==> config.mk <==
export PLATFORM = sky130hd
export DESIGN_NAME = pwd_capture
export DESIGN_NICKNAME = d
export VERILOG_FILES = /design/src/rtl/pwd_capture.sv
export SDC_FILE = /design/constraint.sdc
export NUM_CORES = 1
export LEC_CHECK = 0
export ABC_AREA = 1
export ABC_CLOCK_PERIOD_IN_PS = 1900
export BUFFER_PORTS_ARGS = -buffer_cell sky130_fd_sc_hd__buf_2
export CAP_MARGIN = 10
export CORE_MARGIN = 2
export CORE_UTILIZATION = 35
export DETAILED_ROUTE_END_ITERATION = 10
export SYNTH_ARGS = -nofsm -noshare
export SYNTH_HDL_FRONTEND = slang
export SYNTH_SLANG_ARGS = --single-unit
==> constraint.sdc <==
create_clock -name clk -period 1.9 [get_ports clk]
set_input_delay 0.095 -clock clk [delete_from_list [all_inputs] [get_ports clk]]
set_output_delay 0.095 -clock clk [all_outputs]
set_load 0.005 [all_outputs]
==> src/rtl/pwd_capture.sv <==
module pwd_capture #(
  parameter int CW = 16
) (
  input  logic          clk,
  input  logic          rst_n,
  input  logic          mode_en,
  input  logic          pulse_in,
  input  logic          ien_rise,
  input  logic          ien_fall,
  input  logic          clr_rise,
  input  logic          clr_fall,
  output logic [CW-1:0] low_width,
  output logic [CW-1:0] high_width,
  output logic          irq_rise,
  output logic          irq_fall
);
  localparam logic [CW-1:0] CMAX = {CW{1'b1}};
  localparam logic [CW-1:0] ONE  = CW'(1);

  logic          sy1, sy2, sy3;
  logic [CW-1:0] hi_cnt, lo_cnt;
  logic          rise_flag, fall_flag;
  logic          rise_ev, fall_ev;

  assign rise_ev = mode_en &  sy2 & ~sy3;
  assign fall_ev = mode_en & ~sy2 &  sy3;

  always_ff @(posedge clk or negedge rst_n)
    if (!rst_n) {sy1, sy2, sy3} <= 3'b000;
    else        {sy1, sy2, sy3} <= {pulse_in, sy1, sy2};

  always_ff @(posedge clk or negedge rst_n)
    if (!rst_n) begin
      hi_cnt <= '0;
      lo_cnt <= '0;
    end else if (!mode_en) begin
      hi_cnt <= '0;
      lo_cnt <= '0;
    end else if (rise_ev) begin
      hi_cnt <= ONE;
      lo_cnt <= '0;
    end else if (fall_ev) begin
      hi_cnt <= '0;
      lo_cnt <= ONE;
    end else if (sy2) begin
      if (hi_cnt != CMAX) hi_cnt <= hi_cnt + ONE;
    end else begin
      if (lo_cnt != CMAX) lo_cnt <= lo_cnt + ONE;
    end

  always_ff @(posedge clk or negedge rst_n)
    if (!rst_n) begin
      low_width  <= '0;
      high_width <= '0;
    end else begin
      if (rise_ev) low_width  <= lo_cnt;
      if (fall_ev) high_width <= hi_cnt;
    end

  always_ff @(posedge clk or negedge rst_n)
    if (!rst_n) begin
      rise_flag <= 1'b0;
      fall_flag <= 1'b0;
    end else begin
      rise_flag <= rise_ev | (rise_flag & ~clr_rise);
      fall_flag <= fall_ev | (fall_flag & ~clr_fall);
    end

  assign irq_rise = rise_flag & ien_rise;
  assign irq_fall = fall_flag & ien_fall;
endmodule


==> flow_metrics.env, run 1 <==
export IMPL_wl_um=8040
export IMPL_antenna_found_initial=0
export IMPL_die_y_um=104
export IMPL_reg2reg_from="lo_cnt[1]$_DFFE_PN0P_"
export IMPL_core_area_um2=9770
export IMPL_crit_path_max_fanout=10
export IMPL_cts_made_buffers=9
export IMPL_p_comb_frac=0.076
export IMPL_drv_cap=0
export IMPL_final_antenna_net_count=0
export IMPL_period_share=0.915
export IMPL_worstMarginPinSlew_ns=0.630
export IMPL_synth_cells=451
export IMPL_fin_cells=642
export IMPL_vias=3032
export IMPL_fp_row_count=36
export IMPL_worstHoldPathType="in2reg"
export IMPL_switching_share=0.239
export IMPL_pwr_share_clk=0.394
export IMPL_powerDensity_nw_per_um2=690
export IMPL_crit_chain="ha_1 > nand2_2 > nor2_4 > nand3_2 > o21bai_2 > nand2_1 > o21ai_1"
export IMPL_leakagePower_nw=1.94
export IMPL_p_int_mw=2.18
export IMPL_dp_hpwl_um=5680
export IMPL_crit_path_start_kind="register"
export IMPL_drv_slew=0
export IMPL_synth_fp_nets=461
export IMPL_critPathKind="reg2reg"
export IMPL_r2r_end="lo_cnt[7]$_DFFE_PN0P_"
export IMPL_p_seq_frac=0.530
export IMPL_crit_path_end_kind="register"
export IMPL_ys_ff_latch=69
export IMPL_whs_path_depth=3
export IMPL_slowest_stage="o21bai_2"
export IMPL_cts_path_max_buffers=2
export IMPL_synth_warning_count=0
export IMPL_gp_congestion=0.834
export IMPL_setup_viol=0
export IMPL_clkTransAtPathRegs_ns=0.07
export IMPL_skew_ns=0.0112
export IMPL_grt_remaining_overflow=0
export IMPL_fin_nets=515
export IMPL_port_buffers=41
export IMPL_grt_use_total=0.157
export IMPL_root_buffer="clkbuf_8"
export IMPL_worstRegToRegCells=7
export IMPL_rsz0062_at_grt="false"
export IMPL_power_mw=2.87
export IMPL_dr_pass1_iters=4
export IMPL_dieWidth_um=104
export IMPL_insertion_delay_ns=0.36
export IMPL_n_antenna_cell=0
export IMPL_layout_drive_gt1_share=0.189
export IMPL_placed_cells=621
export IMPL_status="completed"
export IMPL_netlist_area_um2=3530
export IMPL_p_switching_mw=0.686
export IMPL_area_growth_pct=17.7
export IMPL_drc=0
export IMPL_peakVddDrop_mv=0.309
export IMPL_routedWlPerCell_um=12.5
export IMPL_worst_slew_margin_rel=0.580
export IMPL_cts_sinks=69
export IMPL_hold_ws_ns=0.0570
export IMPL_crit_start="lo_cnt[1]$_DFFE_PN0P_"
export IMPL_ys_types=25
export IMPL_avgSynthCellArea_um2=7.82
export IMPL_first_global_vias=2909
export IMPL_tns_ns=0
export IMPL_holdPathEnd="hi_cnt[0]$_DFFE_PN0P_"
export IMPL_synth_yosys_seq_area_share=0.489
export IMPL_drt_initial_drc_count=161
export IMPL_grt_start_max_net_pins=26
export IMPL_start_util=0.361
export IMPL_dieArea_um2=10900
export IMPL_viasPerCell=4.72
export IMPL_ios=42
export IMPL_rrSetupSlack_ns=0.16
export IMPL_period_minus_slack_ns=1.74
export IMPL_required_ns=2.18
export IMPL_clock_fmax_mhz=575
export IMPL_tritoncts="done"
export IMPL_grt_first_pass_wirelength_um=13600
export IMPL_htreeDepth=3
export IMPL_min_delay_start="mode_en"
export IMPL_cp_arrival_ns=2.02
export IMPL_finalHoldViolCount=0
export IMPL_cp_slowest_stage_delay_ns=0.45
## kinds of logic after synthesis
family	Yosys count	synth area share
buffers and inverters	59	0.0777
adders and majority gates	2	0.00709
DFF	69	0.489
xor gates and xnor gates	4	0.00993
muxes	1	0.00319
and+or+nand+nor	253	0.303
AOI/OAI and AO/OA	63	0.110
## power groups by stage
stage,Clock (mW),Combinational (mW),Sequential (mW)
after floorplan,0,0.108,1.55
after global placement,0,0.202,1.55
after detailed placement,0,0.209,1.55
after CTS,1.16,0.215,1.52
after global routing,1.21,0.247,1.52
final,1.13,0.218,1.52
## metal layers
metal  GRT usage  wire, um  part of all wire  vias up
met1       0.207      3960              0.49     1412
met2       0.240      3490              0.43       63
met5           0         0                 0        -
li1            -         -                 -     1541
met4      0.0975       255             0.032        0
met3      0.0257       331             0.041       16
## how the worst max path moves through the flow
stage / endpoint / slack, ns / cells past startpoint
finish: lo_cnt[7]$_DFFE_PN0P_ / 0.16 / 7
floorplan: hi_cnt[15]$_DFFE_PN0P_ / 0.47 / 9
CTS: hi_cnt[3]$_DFFE_PN0P_ / 0.01 / 8
global route: lo_cnt[12]$_DFFE_PN0P_ / 0.03 / 8
global placement: lo_cnt[9]$_DFFE_PN0P_ / 0.12 / 8
detailed placement: lo_cnt[4]$_DFFE_PN0P_ / 0.01 / 8
## flip-flops by register name, summed over array words and instances (netlist names)
| signal | flops |
|---|---|
| hi_cnt | 16 |
| high_width | 16 |
| lo_cnt | 16 |
| low_width | 16 |
| fall_flag | 1 |
| rise_flag | 1 |
| sy1 | 1 |
| sy2 | 1 |
| sy3 | 1 |
## cells in the final DEF (no fill, tap or decap), types with 4 or more instances in the layout
cell	synthesis	layout
nand2_1	150	150
dfrtp_1	69	69
nor2_1	51	49
inv_1	41	41
buf_2	0	41
o21ai_0	40	40
nand3_1	29	29
o21ai_2	9	9
o21ai_1	9	9
clkbuf_8	0	9
buf_4	2	9
nand4_1	6	6
nand3_2	5	5
nand2_2	4	4
nor2_2	2	4
xor2_1	4	4
clkbuf_1	7	4
dlygate4sd3_1	0	4
## repair_timing
action	4_1_cts	5_1_grt
hold buffers	4	0
endpoints found under the setup margin	0	21
endpoints found under the hold margin	25	0
gates resized for setup	0	3
buffers inserted	0	1
## layout make-up
class,instances,area [um2]
Clock buffer,13,139
Clock inverter,2,35.0
Fill cell,986,5620
Inverter,44,165
Multi-Input combinational cell,324,1550
Sequential cell,69,1730
Tap cell,133,166
Timing Repair Buffer,57,373
## critical path, delay by kind of cell (launching register included)
kind	cells	cell delay [ns]
DFF	1	0.41
AOI/OAI and AO/OA	2	0.54
and+or+nand+nor	4	0.47
adders and majority gates	1	0.23
## stage by stage
stage,setup WS (ns),utilization,area (um2)
6_report,0.161,0.425,4150
5_1_grt,0.0252,0.425,4150
4_1_cts,0.0109,0.422,4130
3_5_place_dp,0.0145,0.400,3910
3_3_place_gp,0.119,0.400,3910
2_1_floorplan,0.468,-,3530
## synthesized netlist by cell type (all sizes together)
master / number / area [um2]
nand3b: 3 / 22.5
inv: 44 / 165
nand2: 154 / 588
nor2: 54 / 215
xor2: 4 / 35.0
clkbuf: 7 / 26.3
nor3: 2 / 10.0
buf: 8 / 82.6
mux2: 1 / 11.3
dfrtp: 69 / 1730
ha: 2 / 25.0
o21bai: 2 / 37.5
a21oi: 3 / 26.3
nand3: 34 / 195
o21ai: 58 / 324
nand4: 6 / 37.5
No activity file was read; power rests on OpenSTA's default activity.
==> inputs of run 2 (changes only) <==
BUFFER_PORTS_ARGS = -buffer_cell sky130_fd_sc_hd__buf_4   (was -buffer_cell sky130_fd_sc_hd__buf_2)
SLEW_MARGIN = 40   (was default)
==> flow_metrics.env, run 2 (synthesis results as in run 1) <==
export IMPL_insertion_delay_ns=0.36
export IMPL_grt_start_max_net_pins=36
export IMPL_crit_path_max_fanout=10
export IMPL_crit_chain="ha_1 > nand2_2 > nor2_4 > nand3_2 > o21bai_2 > nand2_1 > nand2_1"
export IMPL_endpoint="lo_cnt[14]$_DFFE_PN0P_"
export IMPL_postCtsSetupBuffers=0
export IMPL_dieArea_um2=10900
export IMPL_cts_sinks=69
export IMPL_setup_viol=0
export IMPL_dr_pass1_iters=4
export IMPL_clkTransAtPathRegs_ns=0.07
export IMPL_worst_slew_margin_rel=0.649
export IMPL_dieWidth_um=104
export IMPL_slowest_stage="o21bai_2"
export IMPL_cts_made_buffers=9
export IMPL_final_antenna_net_count=0
export IMPL_grt_remaining_overflow=0
export IMPL_grt_use_total=0.160
export IMPL_finalHoldViolCount=0
export IMPL_drt_initial_drc_count=131
export IMPL_period_share=0.909
export IMPL_area_growth_pct=22.2
export IMPL_fin_nets=518
export IMPL_wl_um=8190
export IMPL_crit_start="lo_cnt[1]$_DFFE_PN0P_"
export IMPL_first_global_vias=2877
export IMPL_cp_top_family="simple AND/OR/NAND/NOR gates"
export IMPL_cts_path_max_buffers=2
export IMPL_antenna_found_initial=0
export IMPL_viasPerCell=4.72
export IMPL_powerDensity_nw_per_um2=722
export IMPL_crit_path_start_kind="register"
export IMPL_r2r_end="lo_cnt[14]$_DFFE_PN0P_"
export IMPL_drv_slew=0
export IMPL_critPathKind="reg2reg"
export IMPL_vias=3049
export IMPL_core_area_um2=9770
export IMPL_status="completed"
export IMPL_root_buffer="clkbuf_8"
export IMPL_drc=0
export IMPL_worstRegToRegCells=7
export IMPL_gp_congestion=0.827
export IMPL_port_buffers=41
export IMPL_layout_drive_gt1_share=0.199
export IMPL_peakVddDrop_mv=0.370
export IMPL_start_util=0.361
export IMPL_die_y_um=104
export IMPL_cp_arrival_ns=2.03
export IMPL_crit_path_frequent_cell="nand2_1"
export IMPL_n_antenna_cell=0
export IMPL_final_common_cell="nand2_1"
export IMPL_timing_critical_path_buf_inv=0
export IMPL_tritoncts="done"
export IMPL_crit_path_end_kind="register"
export IMPL_reg2reg_from="lo_cnt[1]$_DFFE_PN0P_"
export IMPL_hold_ws_ns=0.0557
export IMPL_clock_fmax_mhz=579
export IMPL_path_depth=7
export IMPL_cp_slowest_stage_delay_ns=0.47
export IMPL_grt_first_pass_wirelength_um=14000
export IMPL_most_common_layout_cells="nand2_1, dfrtp_1, buf_4"
export IMPL_worstMarginPinSlew_ns=0.526
export IMPL_rrSetupSlack_ns=0.17
export IMPL_htreeDepth=3
export IMPL_rsz0062_at_grt="false"
export IMPL_ios=42
export IMPL_tns_ns=0
export IMPL_routedWlPerCell_um=12.7
export IMPL_required_ns=2.20
export IMPL_drv_cap=0
export IMPL_skew_ns=0.0105
export IMPL_dp_hpwl_um=5690
export IMPL_period_minus_slack_ns=1.73
export IMPL_leakagePower_nw=1.99
export IMPL_worstHoldPathType="in2reg"
export IMPL_fp_row_count=36
run 2: cell count changes in the layout (fill, tap and decap cells not counted), sizes merged:
| cell | delta |
|---|---|
| bufinv | +1 |
| buf | +3 |
| clkinv | +1 |
| clkbuf | -1 |
run 2: routing by layer:
metal	GRT usage	up-vias	wire, um
met5	0	-	0
met4	0.0618	0	155
met3	0.0451	10	349
met2	0.232	57	3700
met1	0.224	1436	3990
li1	-	1546	-
run 2: power by group:
| part | leakage (nW) | internal, mW | switching (mW) |
|---|---|---|---|
| Sequential | 0.949 | 1.50 | 0.0196 |
| Clock | 0.116 | 0.807 | 0.564 |
| Combinational | 0.924 | 0.0906 | 0.136 |
run 2: layout make-up:
cell class	instances	area (um2)
Clock buffer	12	155
Clock inverter	4	70.1
Fill cell	988	5460
Inverter	44	165
Multi-Input combinational cell	324	1540
Sequential cell	69	1730
Tap cell	133	166
Timing Repair Buffer	60	485
run 2: worst min-delay path by stage:
| stage | startpoint | cells past startpoint | endpoint | slack [ns] |
|---|---|---|---|---|
| global placement | rst_n | 1 | fall_flag$_DFF_PN0_ | 0.08 |
| finish | mode_en | 3 | hi_cnt[0]$_DFFE_PN0P_ | 0.06 |
| detailed placement | rst_n | 1 | hi_cnt[7]$_DFFE_PN0P_ | 0.08 |
| floorplan | rst_n | 0 | fall_flag$_DFF_PN0_ | -0.20 |
| CTS | mode_en | 3 | hi_cnt[0]$_DFFE_PN0P_ | 0.05 |
| global route | mode_en | 3 | hi_cnt[0]$_DFFE_PN0P_ | 0.06 |
run 2: worst reg2reg max path: cells and delay by family (launching register included):
family | cells | cell delay, ns
AO/OA/AOI/OAI | 1 | 0.47
adder cells (fa/ha/maj) | 1 | 0.23
flip-flops | 1 | 0.40
AND/OR/NAND/NOR | 5 | 0.56
run 2: stage by stage:
stage	power (mW)	util	instance area (um2)	instances	setup WS [ns]
after floorplan	1.66	-	3530	451	0.468
after global placement	1.76	0.412	4030	625	0.116
after detailed placement	1.77	0.412	4030	625	0.0595
after CTS	3.14	0.440	4300	645	0.0394
after global routing	3.24	0.441	4310	646	0.0349
final	3.11	0.441	4310	646	0.174
run 2: repair_timing:
| action | CTS | global route |
|---|---|---|
| hold buffers | 4 | 0 |
| resized for setup | 0 | 2 |
| hold endpoints to repair | 37 | 0 |
| endpoints found under the setup margin | 0 | 22 |
